$ cat config.mk
export PLATFORM = sky130hd
export DESIGN_NAME = ata_rx_dma_seq
export DESIGN_NICKNAME = d
export VERILOG_FILES = /design/src/rtl/ata_rx_dma_seq.sv
export SDC_FILE = /design/constraint.sdc
export NUM_CORES = 1
export LEC_CHECK = 0
export BUFFER_PORTS_ARGS = -buffer_cell sky130_fd_sc_hd__buf_2
export CORE_AREA = 2 2 39 41
export DETAILED_ROUTE_END_ITERATION = 10
export DIE_AREA = 0 0 41 43
export GPL_TIMING_DRIVEN = 0
export PLACE_DENSITY_LB_ADDON = 0.12
export SLEW_MARGIN = 20
export SYNTH_ARGS = -nofsm -noshare
export SYNTH_HDL_FRONTEND = slang
export SYNTH_SLANG_ARGS = --single-unit
export TNS_END_PERCENT = 100
$ cat constraint.sdc
create_clock -name clk -period 2.1 [get_ports clk]
set_input_delay 0.21 -clock clk [delete_from_list [all_inputs] [get_ports clk]]
set_output_delay 0.21 -clock clk [all_outputs]
set_load 0.03 [all_outputs]
$ cat src/rtl/ata_rx_dma_seq.sv
module ata_rx_dma_seq #(
  parameter int MW_DIV = 2
) (
  input  logic clk,
  input  logic rst,
  input  logic bus_rst,
  input  logic pend_set,
  input  logic cfg_dir,
  input  logic cfg_mode,
  input  logic drv_req,
  input  logic drv_intrq,
  input  logic reg_acc_req,
  input  logic reg_acc_done,
  input  logic fifo_full,
  output logic drv_ack,
  output logic word_stb,
  output logic paused,
  output logic pend_flag,
  output logic idle_sts,
  output logic eot_sts,
  output logic ultra_sts
);
  localparam int DW = (MW_DIV > 1) ? $clog2(MW_DIV) : 1;
  localparam logic [DW-1:0] DIV_LAST = DW'(MW_DIV - 1);

  typedef enum logic [2:0] {S_IDLE, S_WAIT, S_ACT, S_PAUSE, S_DONE} st_t;

  st_t st, st_nx;
  logic [DW-1:0] div;
  logic kill, arm, fin, qual;

  assign kill = rst | bus_rst;
  assign arm  = (st == S_IDLE) & pend_flag & ~cfg_dir;
  assign fin  = (st == S_ACT) & ~reg_acc_req & ~drv_req;
  assign qual = (st == S_ACT) & drv_req & ~fifo_full;

  assign drv_ack  = (st == S_ACT);
  assign paused   = (st == S_PAUSE);
  assign idle_sts = (st == S_IDLE);
  assign word_stb = qual & (ultra_sts | (div == DIV_LAST));

  always_comb begin
    st_nx = st;
    unique case (st)
      S_IDLE:  if (arm) st_nx = S_WAIT;
      S_WAIT:  if (drv_req) st_nx = S_ACT;
      S_ACT:   if (reg_acc_req) st_nx = S_PAUSE;
               else if (!drv_req) st_nx = S_DONE;
      S_PAUSE: if (reg_acc_done) st_nx = S_ACT;
      S_DONE:  st_nx = S_IDLE;
      default: st_nx = S_IDLE;
    endcase
  end

  always_ff @(posedge clk) begin
    if (kill) begin
      st        <= S_IDLE;
      pend_flag <= 1'b0;
      eot_sts   <= 1'b0;
      ultra_sts <= 1'b0;
      div       <= '0;
    end else begin
      st <= st_nx;
      if (fin) pend_flag <= 1'b0;
      else if (pend_set) pend_flag <= 1'b1;
      if (arm) begin
        ultra_sts <= cfg_mode;
        eot_sts   <= 1'b0;
      end else if (drv_intrq) begin
        eot_sts <= 1'b1;
      end
      if (st != S_ACT) div <= '0;
      else if (qual) div <= (div == DIV_LAST) ? '0 : div + 1'b1;
    end
  end
endmodule

; Yosys cells after proc, flatten, opt, wreduce, memory -nomap -nowiden
; Cells that the tools add are included.
[op_classes]
addsub = 1
multipliers = 0
div = 0
n_lt_le_gt_ge = 0
eq_ne = 8
n_shift = 0
muxes = 7
bitwise = 13
n_reduce_logical = 5
[ops]
columns = operator, count
row1 = 2-to-1 mux 3 bit, 5
row2 = case mux 3 bit (4 select lines), 1
row3 = AND 1 bit, 7
row4 = equality test 3 x 2 -> 1 bit (second input constant), 2
row5 = OR reduction 2 bit, 3
row6 = inequality test 2 bit (second input constant), 2
row7 = NOT 1 bit, 4
row8 = AND reduction 4 bit, 1
row9 = equality test 3 x 1 -> 1 bit (second input constant), 1
row10 = logical NOT 3 bit, 1
row11 = inequality test 3 x 2 -> 1 bit (second input constant), 1
row12 = inequality test 3 bit (second input constant), 1
row13 = inequality test 2 x 1 -> 1 bit (second input constant), 1
row14 = bitwise OR 1 bit, 2
row15 = adder 1 bit (second input constant), 1
row16 = 2-to-1 mux 1 bit, 1
[word_totals]
register_bits = 7
latchBits = 0
ram_bits = 0
rom_bits = 0
out_inout_bits = 7
wordCells = 39
mem_count = 0

; Logic depth before layout (Yosys ltp)
; Gate-level depths: netlist of the first run.
[depth]
ltp_word = 5
depth_mapped = 4

; Worst setup path after synthesis of the first run
; No wires, ideal clock.
[synth_timing]
kind = flip-flop to output port
start = register st[0]
end = output word_stb
arrival_time_ps = 1354
t_required_ps = 1890
slack_ps = 536
path_stages_with_launch = 4
n_path_buf = 1
cell_sequence = dfxtp_1 -> buf_6 -> nor3b_2 -> o211a_1
[synth_between]
elab_chain_cells = 4
[synth_lines]
columns = element, line
row1 = from (decl), 28  ; st_t st, st_nx;
row2 = from (signal assigned), 63  ; st <= st_nx;
row3 = equality test 3 x 2 -> 1 bit, -
row4 = net drv_ack, 15  ; output logic drv_ack,
row5 = AND 1 bit (2 in series), 35  ; assign qual = (st == S_ACT) & drv_req & ~fifo_full;
row6 = AND 1 bit, 40  ; assign word_stb = qual & (ultra_sts | (div == DIV_LAST));
row7 = to (decl), 16  ; output logic word_stb,
; The timed path passes the listed nets, and every way through them passes these cells.

; Final worst setup path of the first run
[layout_timing]
start = register st[1]
end = output word_stb
[layout_between]
elab_chain_cells = 4
[layout_lines]
columns = element, line
row1 = equality test 3 x 2 -> 1 bit, 35
row2 = AND 1 bit (2 in series), 35
row3 = AND 1 bit, 40
; No other way between the ends.

==> out/results.tsv, run 1 <==
metric	value	unit
outcome	finished clean	
YS warnings	0	
via count	318	
Leak	0.000226	uW
Synth Cell Area	342	sq um
most common cell after layout, fill and taps aside	buf_2	
pin count of the biggest net entering global routing	8	
DRT antenna net count	0	
critical path fanouts, max	6	
Critical Path RT	1.89	ns
period utilisation layout	74.5	%
commonest cells after routing, fill and taps aside	17 x buf_2, 7 x dfxtp_1, 5 x nor2_1	
Worst setup EP type	output pin	
drt total wl	800	um
share of layout cells above drive strength 1	46.4	%
Hold Crit Class	input port to flip-flop	
placed cell areas	447	sq um
Slew Viols, Final	0	
CTS Hold Bufs	0	
Peak VDD IR	0.301	mV
Final Setup Violations	0	
initial DRC count	5	
Avg Synthesized Cell Area	9.76	sq um
Skew-Pair Late Insertion Delay	0.25	ns
Final Hold Viols	0	
HPWL Detailed	615	um
vias in the first global route	316	
met1 global-route usage	14.3	%
TritonCTS buffer count	3	
routability cong.	0.607	
IO Count	18	
initial antenna violation count	0	
met3 GRT Util	5.24	%
FP Rows	14	
Ant. Diodes	0	
Mapped Cells	35	
initial cell density of the core	24.7	%
RSZ-0062 raised after global routing	false	
Worst setup SP type	flip-flop	
Max stage delay on crit path	0.42	ns
FF+latch count, synth	7	
Crit Path Class	flip-flop to output pin	
H-Tree Depth	1	
Routed WL per cell	11.1	um
slowest CP cell	dfxtp_1	
buffer and inverter count on the worst path	1	
IO buf count	17	
CTS tree	yes	
Seq/Total Area, Yosys	41.0	%
post-route cell area	473	sq um
synthesis-to-layout area growth	38.5	%
first drt pass iteration count	2	
Net Count, Synth	46	
PostCTS Resize Cnt	0	
first-pass GRT wire length	1.30	mm
die height	43	um
die width	41	um
Clock Skew	0.00362	ns
met2 usage	14.1	%
Worst path top cell family by delay	flip-flops	
MaxCap Viol Count	0	
Core Area	0.00138	sq mm
DR vias/cell	4.42	
Longest Clk Path Bufs	2	
Fmax achieved	639	MHz
worst-margin pin slew	0.408	ns
setup TNS	0	ns
reg2reg setup slack	0.93	ns
gr usage total	11.8	%
Setup Buffers After CTS	0	
min Tclk post-route	1.57	ns
busiest grt layer	met1	
Clock Pin Slew Worst Setup and Hold Paths	0.05	ns
post-synth cell types	17	
Data arrival, critical path	1.36	ns
die footprint	0.00176	sq mm
relative slew slack	72.7	%
power density over cell area	622	mW/mm^2
NumNets Final	68	
crit path cell chain	nor3b_2 > o211a_1 > buf_2	
Clock Tree Root	clkbuf_4	
GRT overflow	0	
clk sink count	7	
Remaining DRCs	0	
per-layer routing:
| metal | wire length (um) | share of wire [%] | vias to the layer above |
|---|---|---|---|
| met5 | 0 | 0 | - |
| met4 | 10 | 1.3 | 0 |
| met2 | 356 | 45 | 11 |
| met1 | 373 | 47 | 138 |
| li1 | - | - | 167 |
| met3 | 60 | 7.5 | 2 |
Yosys cell counts:
cell	n	share of area [%]
nand2b_4	1	4.0
o211a_1	1	2.9
o21ai_0	2	2.9
dfxtp_1	7	41
nor4_2	2	7.3
nor2b_1	1	1.8
nor3_1	3	4.4
xnor2_1	1	2.6
mux4_2	1	6.6
buf_6	1	3.3
nand2_1	4	4.4
nor2_1	5	5.5
a21oi_1	2	2.9
nor3b_2	1	3.7
mux2i_1	1	2.9
inv_1	1	1.1
nor4b_1	1	2.6
worst paths after layout:
kind                                 from         to  depth (start not counted)
worst min register to register  ultra_sts  ultra_sts                          2
worst max register to register      st[0]      st[0]                          3
worst max-delay path                st[1]   word_stb                          3
worst min-delay path                  rst      st[0]                          2
logic make-up (layout without fill, tap and decap cells):
logic type | after synthesis | in the layout | share of synthesized area (%)
multiplexers | 2 | 2 | 9.52
flip-flops | 7 | 7 | 41.0
XOR/XNOR | 1 | 1 | 2.56
AO/OA/AOI/OAI | 5 | 5 | 8.79
AND/OR/NAND/NOR | 18 | 18 | 33.7
buffers and inverters | 2 | 23 | 4.39
final cells by class:
type | count | area [sq um]
buffer | 1 | 11.3
clock buffer | 4 | 26.3
fill | 150 | 911
inverter | 1 | 3.75
multi-input combinational | 26 | 186
sequential | 7 | 140
tap | 16 | 20.0
timing repair buffer | 17 | 85.1
metrics by stage:
| step | util, % | power, uW | setup WS [ns] | hold slack (ns) | std cells |
|---|---|---|---|---|---|
| floorplan | - | 157 | 0.536 | 0.282 | 35 |
| global placement | 32.3 | 173 | 0.799 | 0.402 | 68 |
| detailed placement | 32.3 | 173 | 0.818 | 0.403 | 68 |
| CTS | 34.2 | 301 | 0.525 | 0.134 | 72 |
| global route | 34.2 | 316 | 0.426 | 0.134 | 72 |
| finish | 34.2 | 294 | 0.535 | 0.141 | 72 |
report_power, final:
group / internal [uW] / leakage [uW] / switching, uW
clock network: 72.6 / 0.0000150 / 51.5
registers: 135 / 0.0000568 / 1.74
logic: 15.3 / 0.000154 / 17.4
worst register-to-register path, stage by stage, from the launching register on:
cell,delay [ns]
dfxtp_1,0.32
buf_6,0.13
mux4_2,0.51
nor4_2,0.14
registers in the layout, indices dropped and copies added, names as in the netlist:
| signal | flops |
|---|---|
| st | 3 |
| div | 1 |
| eot_sts | 1 |
| pend_flag | 1 |
| ultra_sts | 1 |
Power figures use the tool's default switching activity.
==> run 2: changes to the inputs <==
- clock period: 2.1 -> 1.25 ns (I/O delays scaled with it)
==> out/results.tsv, run 2 (synthesis results as in run 1) <==
metric	value	unit	change
failing checks	negative setup slack		
Leak	0.000243	uW	+7.5%
Critical Path RT	1.12	ns	-0.77 ns
period utilisation layout	104	%	
TritonCTS buffer count	3		unchanged
drt total wl	806	um	+0.75%
placed cell areas	462	sq um	+3.4%
Slew Viols, Final	0		unchanged
Worst setup EP type	output pin		
IO buf count	17		unchanged
Core Area	0.00138	sq mm	unchanged
vias in the first global route	329		+4.1%
initial DRC count	2		-3
met3 GRT Util	4.71	%	-0.52 points
Worst setup SP type	flip-flop		
clk sink count	7		unchanged
Crit Path Class	flip-flop to output pin		
slowest CP cell	dfxtp_4		
register area	150	sq um	+7.1%
Clock Tree Root	clkbuf_4		
busiest grt layer	met1		
DRT antenna net count	0		unchanged
via count	332		+4.4%
final setup margin	-0.0559	ns	-0.591 ns
Hold Crit Class	input port to flip-flop		
share of layout cells above drive strength 1	58.6	%	+12 points
outcome	finished, violations left		
initial antenna violation count	0		unchanged
CTS tree	yes		
initial cell density of the core	24.7	%	unchanged
Peak VDD IR	0.302	mV	+0.18%
reg2reg setup slack	0.05	ns	-0.88 ns
Final Setup Violations	1		+1
Data arrival, critical path	1.18	ns	-0.18 ns
Multi-input gate area	205	sq um	+10%
pin count of the biggest net entering global routing	7		-1
die height	43	um	unchanged
crit path cell chain	nor3b_4 > o211a_4 > buf_6		
post-route cell area	528	sq um	+12%
first-pass GRT wire length	1.35	mm	+4.2%
die width	41	um	unchanged
RSZ-0062 raised after global routing	true		
max reg flops	3		unchanged
dpl cells	68		unchanged
commonest cells after routing, fill and taps aside	14 x buf_2, 5 x nor2_1, 4 x nand2_1, 4 x buf_4		
synthesis-to-layout area growth	54.6	%	
critical path fanouts, max	6		unchanged
Fmax achieved	766	MHz	
first drt pass iteration count	2		unchanged
relative slew slack	75.0	%	+2.3 points
non-filler cells, final	74		+2.8%
worst-margin pin slew	0.374	ns	-0.0342 ns
Clock Pin Slew Worst Setup and Hold Paths	0.06	ns	about the same
fill count	153		+2.0%
met2 usage	15.3	%	+1.3 points
Skew-Pair Late Insertion Delay	0.25	ns	about the same
MaxCap Viol Count	0		unchanged
NumNets Final	70		+2.9%
Max stage delay on crit path	0.38	ns	-0.04 ns
HPWL Detailed	565	um	-8.2%
Clock Skew	0.00591	ns	+0.00229 ns
min Tclk post-route	1.31	ns	
Min-Delay Path Depth	2		unchanged
Ant. Diodes	0		unchanged
Longest Clk Path Bufs	2		unchanged
Remaining DRCs	0		unchanged
IO Count	18		unchanged
post-layout utilization of the core	38.2	%	+4.0 points
FP Rows	14		unchanged
die footprint	0.00176	sq mm	unchanged
DR vias/cell	4.49		+1.6%
GRT overflow	0		unchanged
Worst Reg-to-Reg Cells	3		unchanged
H-Tree Depth	1		unchanged
most common cell after layout, fill and taps aside	buf_2		
met1 global-route usage	15.4	%	+1.1 points
gr usage total	11.5	%	-0.25 points
Final Hold Viols	0		unchanged
power density over cell area	932	mW/mm^2	+50%
Largest Register	st		
Routed WL per cell	10.9	um	-2.0%
routability cong.	0.656		+8.2%
[run 2: cell types whose count changed in the layout (fill, tap and decap cells not counted), sizes merged]
cell  change
buf       +2
[run 2: path summary, 6_finish.rpt]
kind	end	start
worst max-delay path	word_stb	st[1]
worst min-delay path	st[0]	bus_rst
worst max register to register	st[0]	st[0]
worst min register to register	ultra_sts	ultra_sts
[run 2: area by class of cell]
cell class                 instances  area share (%)
clock buffer                       4            4.98
inverter                           1           0.711
multi-input combinational         26            38.9
sequential                         7            28.4
tap                               16            3.79
timing repair buffer              20            23.2
[run 2: what timing repair did]
| action | 4_1_cts | 5_1_grt |
|---|---|---|
| pin swaps | 2 | 1 |
| setup buffers | 3 | 0 |
| cloned | 0 | 0 |
| hold buffers | 0 | 0 |
| gates resized for setup | 7 | 4 |
| setup endpoints to repair | 2 | 6 |
[run 2: worst max-delay path, delay by kind of cell, from the launching register on]
| kind | cells | cell delay (ns) |
|---|---|---|
| DFF | 1 | 0.38 |
| AOI/OAI and AO/OA | 1 | 0.19 |
| buffers and inverters | 1 | 0.12 |
| and+or+nand+nor | 1 | 0.24 |
[run 2: metrics by stage]
step	total power (uW)	hold WS [ns]	setup WS, ns	TNS [ns]
floorplan	264	0.197	-0.0209	-0.0209
global placement	291	0.312	0.0346	0
detailed placement	291	0.314	0.0358	0
CTS	508	0.0366	-0.100	-0.172
global route	521	0.0354	-0.108	-0.159
finish	492	0.0380	-0.0559	-0.0559
[run 2: routing by layer]
layer,vias up,share of wire (%)
met2,8,45
met4,0,0
met3,0,6.8
met5,-,0
met1,153,48
li1,171,-
[run 2: power breakdown]
part           switching [uW]  leakage, uW  internal [uW]
Clock                    86.7    0.0000150            122
Combinational            29.2     0.000169           26.8
Sequential               3.54    0.0000593            224
